## config.mk

```make
export PLATFORM = sky130hd
export DESIGN_NAME = setclr_ctrl_bank
export DESIGN_NICKNAME = d
export VERILOG_FILES = /design/src/rtl/setclr_pkg.sv /design/src/rtl/setclr_decode.sv /design/src/rtl/setclr_regs.sv /design/src/rtl/setclr_ctrl_bank.sv
export SDC_FILE = /design/constraint.sdc
export NUM_CORES = 1
export LEC_CHECK = 0
export ABC_AREA = 1
export BUFFER_PORTS_ARGS = -buffer_cell sky130_fd_sc_hd__buf_2
export CAP_MARGIN = 20
export CELL_PAD_IN_SITES_DETAIL_PLACEMENT = 0
export CELL_PAD_IN_SITES_GLOBAL_PLACEMENT = 1
export CORE_MARGIN = 2
export CORE_UTILIZATION = 40
export CTS_BUF_LIST = sky130_fd_sc_hd__clkbuf_16
export DETAILED_ROUTE_END_ITERATION = 8
export PLACE_DENSITY = 0.95
export SYNTH_ARGS = -nofsm -noshare
export SYNTH_HDL_FRONTEND = slang
export SYNTH_HIERARCHICAL = 1
export SYNTH_SLANG_ARGS = --single-unit
```

## constraint.sdc

```tcl
create_clock -name clk -period 3.15 [get_ports clk]
set_clock_uncertainty 0.05 [all_clocks]
set_input_delay 0.1575 -clock clk [delete_from_list [all_inputs] [get_ports clk]]
set_output_delay 0.1575 -clock clk [all_outputs]
set_load 0.05 [all_outputs]
```

## src/rtl/setclr_pkg.sv

```systemverilog
package setclr_pkg;
  // Word order: reset low, reset high, clock-stop low, clock-stop high
  localparam int NUM_WORDS = 4;
  localparam int RST_WORD0 = 0;
  localparam int CLK_WORD0 = 2;

  typedef struct packed {
    logic [NUM_WORDS-1:0] setHit;
    logic [NUM_WORDS-1:0] clrHit;
    logic [NUM_WORDS-1:0] rdHit;
  } bankStrobe_t;
endpackage

```

## src/rtl/setclr_decode.sv

```systemverilog
module setclr_decode
  import setclr_pkg::*;
#(
  parameter int ADDR_W     = 12,
  parameter int RST_LO_OFS = 'h040,
  parameter int RST_HI_OFS = 'h050,
  parameter int CLK_LO_OFS = 'h080,
  parameter int CLK_HI_OFS = 'h090,
  parameter int CLR_OFS    = 'h4
) (
  input  logic              clk,
  input  logic              rstN,
  input  logic [ADDR_W-1:0] busAddr,
  input  logic              busWe,
  output bankStrobe_t       strb
);
  localparam logic [ADDR_W-1:0] BASE [NUM_WORDS] = '{
    ADDR_W'(RST_LO_OFS), ADDR_W'(RST_HI_OFS),
    ADDR_W'(CLK_LO_OFS), ADDR_W'(CLK_HI_OFS)};
  localparam logic [ADDR_W-1:0] CLR_A = ADDR_W'(CLR_OFS);

  always_comb begin
    strb = '0;
    for (int k = 0; k < NUM_WORDS; k++) begin
      if (busAddr == BASE[k]) begin
        strb.rdHit[k]  = 1'b1;
        strb.setHit[k] = busWe;
      end else if (busAddr == BASE[k] + CLR_A) begin
        strb.rdHit[k]  = 1'b1;
        strb.clrHit[k] = busWe;
      end
    end
  end

  // at most one word is selected for read
  assert_single_read_R8: assert property (@(posedge clk) disable iff (!rstN)
    $onehot0(strb.rdHit));
  // no write strobe ever reaches a word without a bus write
  assert_no_stray_write_R9: assert property (@(posedge clk) disable iff (!rstN)
    (|(strb.setHit | strb.clrHit)) |-> busWe);
  // a single access never both sets and clears
  assert_single_write_R3: assert property (@(posedge clk) disable iff (!rstN)
    $onehot0(strb.setHit | strb.clrHit));
endmodule

```

## src/rtl/setclr_regs.sv

```systemverilog
module setclr_regs
  import setclr_pkg::*;
#(
  parameter int DATA_W  = 32,
  parameter int INV_IDX = 14
) (
  input  logic                clk,
  input  logic                rstN,
  input  bankStrobe_t         strb,
  input  logic [DATA_W-1:0]   wrData,
  output logic [DATA_W-1:0]   rdData,
  output logic [2*DATA_W-1:0] rstOut,
  output logic [2*DATA_W-1:0] clkEn
);
  localparam int INV_WORD = CLK_WORD0 + INV_IDX / DATA_W;
  localparam int INV_BIT  = INV_IDX % DATA_W;
  localparam logic [2*DATA_W-1:0] INV_MASK = (2*DATA_W)'(1) << INV_IDX;

  logic [DATA_W-1:0] wordQ [NUM_WORDS];

  for (genvar g = 0; g < NUM_WORDS; g++) begin : gWord
    // Reset words start all ones; the inverted-polarity stop bit starts clear
    localparam logic [DATA_W-1:0] RST_VAL =
      (g == INV_WORD) ? ~(DATA_W'(1) << INV_BIT) : '1;

    always_ff @(posedge clk or negedge rstN) begin
      if (!rstN)                wordQ[g] <= RST_VAL;
      else if (strb.setHit[g])  wordQ[g] <= wordQ[g] | wrData;
      else if (strb.clrHit[g])  wordQ[g] <= wordQ[g] & ~wrData;
    end

    assert_set_bits_R2: assert property (@(posedge clk) disable iff (!rstN)
      strb.setHit[g] |=> ((wordQ[g] & $past(wrData)) == $past(wrData)));
    assert_clr_bits_R3: assert property (@(posedge clk) disable iff (!rstN)
      strb.clrHit[g] |=> ((wordQ[g] & $past(wrData)) == '0));
    assert_hold_word_R4: assert property (@(posedge clk) disable iff (!rstN)
      !(strb.setHit[g] || strb.clrHit[g]) |=> $stable(wordQ[g]));
  end

  always_comb begin
    rdData = '0;
    for (int k = 0; k < NUM_WORDS; k++)
      if (strb.rdHit[k]) rdData = rdData | wordQ[k];
  end

  assign rstOut = {wordQ[RST_WORD0+1], wordQ[RST_WORD0]};
  assign clkEn  = ~{wordQ[CLK_WORD0+1], wordQ[CLK_WORD0]} ^ INV_MASK;

  // setting the inverted stop bit runs that clock
  assert_inv_polarity_R6: assert property (@(posedge clk) disable iff (!rstN)
    (strb.setHit[INV_WORD] && wrData[INV_BIT]) |=> clkEn[INV_IDX]);
endmodule

```

## src/rtl/setclr_ctrl_bank.sv

```systemverilog
module setclr_ctrl_bank #(
  parameter int ADDR_W  = 12,
  parameter int DATA_W  = 32,
  parameter int INV_IDX = 14
) (
  input  logic                clk,
  input  logic                rstN,
  input  logic [ADDR_W-1:0]   busAddr,
  input  logic                busWe,
  input  logic [DATA_W-1:0]   busWdata,
  output logic [DATA_W-1:0]   busRdata,
  output logic [2*DATA_W-1:0] rstOut,
  output logic [2*DATA_W-1:0] clkEn
);
  setclr_pkg::bankStrobe_t strb;

  setclr_decode #(.ADDR_W(ADDR_W)) i_decode (
    .clk(clk), .rstN(rstN), .busAddr(busAddr), .busWe(busWe), .strb(strb));

  setclr_regs #(.DATA_W(DATA_W), .INV_IDX(INV_IDX)) i_regs (
    .clk(clk), .rstN(rstN), .strb(strb), .wrData(busWdata),
    .rdData(busRdata), .rstOut(rstOut), .clkEn(clkEn));
endmodule

```

==> results.toml <==
[outcome]
status = "finished, final reports clean"

[worst_setup_path]
cp_max_fo = 32
startpoint_type = "primary input"
worstPathArrival_ns = 2.02
r2r_cells = 2
setup.worst_path.class = "in -> out"
end_kind = "output port"
worstPathRequired_ns = 2.94
r2r_slack_ns = 2.31

[clock_network]
cts_root_buffer = "clkbuf_16"
cts_made_buffers = 17
cts_tree = "built"
cts-resized-gates = 0
postCtsSetupRepairBufs = 0
hold_buffers = 33
cts.sinks = 128
path_clk_slew_ns = 0.05
cts_buffer_depth = 2
htreeDepth = 4
clk_latency_ns = 0.41

[grt]
grt_pass1_wl_um = 34620
overflow = 0
grt_max_degree = 69
grt_pass1_vias = 6520
antenna_found_initial = 0
grt_util_all_layers_pct = 22.42

[die]
start_util_pct = 40.81
ios = 207
core_area_mm2 = 0.01796
num_rows = 49
die-width_um = 139.4
die_height_um = 139.4
design.die.area_mm2 = 0.01943

[final_layout]
stdcell_area_mm2 = 0.008980
fin_nets = 1261
antennaDiodeCount = 0
area_growth_pct = 22.50
layout-drive-gt1-share_pct = 31.18

[detailed_routing]
vias = 6854
routed_wirelength_um = 21670
vias_per_cell = 4.714
ant_nets = 0
drcViolationCount = 0
drtIter0Drc = 400
firstDrtPassIters = 6
wl_per_cell_um = 14.91

[yosys]
syn_area_per_cell_um2 = 6.995
postSynthCellCount = 1048
synth_nets = 1095
synth_area_mm2 = 0.007331
synth.ff_latch_count = 128
yosysWarnings = 6
ys_types = 17
synth_seq_area_share_pct = 45.86

[timing]
period_share_pct = 70.66
tns_ns = 0
hold_violations = 0
fmax_mhz = 449.3
min_period_ns = 2.226
worst_pin_slew_ns = 1.012
maxSlewViolCount = 0
slew_headroom_pct = 32.39
setup_viol = 0
rsz0062_at_grt = "no"

[place]
gp_congestion = 0.7906
dp.final_hpwl_um = 14310
dpl_cell_area_mm2 = 0.008066
port_buffers = 206

[pwr]
power_density_mw_per_mm2 = 430.0
power_leakage_nw = 4.069
vdd_drop_max_mv = 0.3669

[worst_hold_path]
hold_path.class = "in -> async"

[job]
drv_cap = 0
## stage by stage
stage	hold WS, ns	worst slack, ns	utilization (%)	total power, W	instances
6_report	0.3779	0.9242	49.99	0.003861	1454
3_5_place_dp	0.2560	0.9347	44.90	0.001868	1391
2_1_floorplan	-0.1881	1.617	-	0.001764	1048
3_3_place_gp	0.2443	0.9090	44.90	0.001866	1391
4_1_cts	0.3646	0.9138	49.99	0.003896	1454
5_1_grt	0.4056	0.7178	49.99	0.003984	1454
## cell usage in the layout, fill, tap and decap left out, types with 4 or more instances in the layout
cell type / n
nand3_1: 4
inv_1: 175
buf_4: 9
buf_2: 205
nor2_4: 5
nand2_1: 490
nor2_1: 10
dlygate4sd3_1: 33
dfstp_2: 127
clkbuf_16: 17
o21ai_1: 120
o21ai_0: 8
bufinv_16: 4
nand2_2: 6
## cell usage after synthesis, drive strengths merged
master	number	area share (%)
nand2	496	25
buf	100	9.6
nor2	18	1.1
dfstp	127	46
inv	172	8.8
clkbuf	1	0.051
dfrtp	1	0.34
nand3	4	0.27
o21ai	129	8.9
## metal layers
layer	global-route usage, %	vias up	share of wire (%)
met5	0	-	0
met4	8.081	0	1.4
met1	31.07	3204	45
li1	-	3387	-
met3	4.198	24	6.7
met2	35.22	239	46
## report_power, final
group / switching [W] / internal [W]
combinational: 0.000136 / 0.0000675
sequential: 0.00000665 / 0.00167
clock: 0.000693 / 0.00129
total: 0.000836 / 0.00302
## how the worst max path moves through the flow
stage / from / end / slack (ns) / cells after the start
after CTS: busAddr[11] / busRdata[31] / 0.91 / 11
after floorplan: busAddr[11] / busRdata[1] / 1.62 / 10
final: busAddr[5] / busRdata[8] / 0.92 / 11
after global routing: busAddr[5] / busRdata[19] / 0.72 / 11
after global placement: busAddr[11] / busRdata[31] / 0.91 / 11
after detailed placement: busAddr[11] / busRdata[31] / 0.93 / 11
## cell type report
cell class / instances / area [µm²]
Clock inverter: 13 / 157.7
Clock buffer: 17 / 425.4
Fill cell: 1810 / 8984
Sequential cell: 128 / 3362
Tap cell: 229 / 286.5
Multi-Input combinational cell: 647 / 2659
Inverter: 172 / 645.6
Timing Repair Buffer: 248 / 1444
## critical path, cell delays in order
cell     delay, ns
buf_2         0.09
inv_1         0.05
nand2_1       0.07
nor2_1        0.15
nand3_1       0.19
nand2_2       0.70
nand2_1       0.10
nand2_1       0.11
inv_1         0.04
nand2_1       0.08
buf_2         0.27
## cells by family after synthesis
kind of cell | after synthesis | share of synthesized area, %
AO/OA/AOI/OAI | 129 | 8.858
buffers and inverters | 273 | 18.42
flip-flops | 128 | 45.86
AND/OR/NAND/NOR | 518 | 26.86
Note: power is estimated with default switching activity, not from simulation.
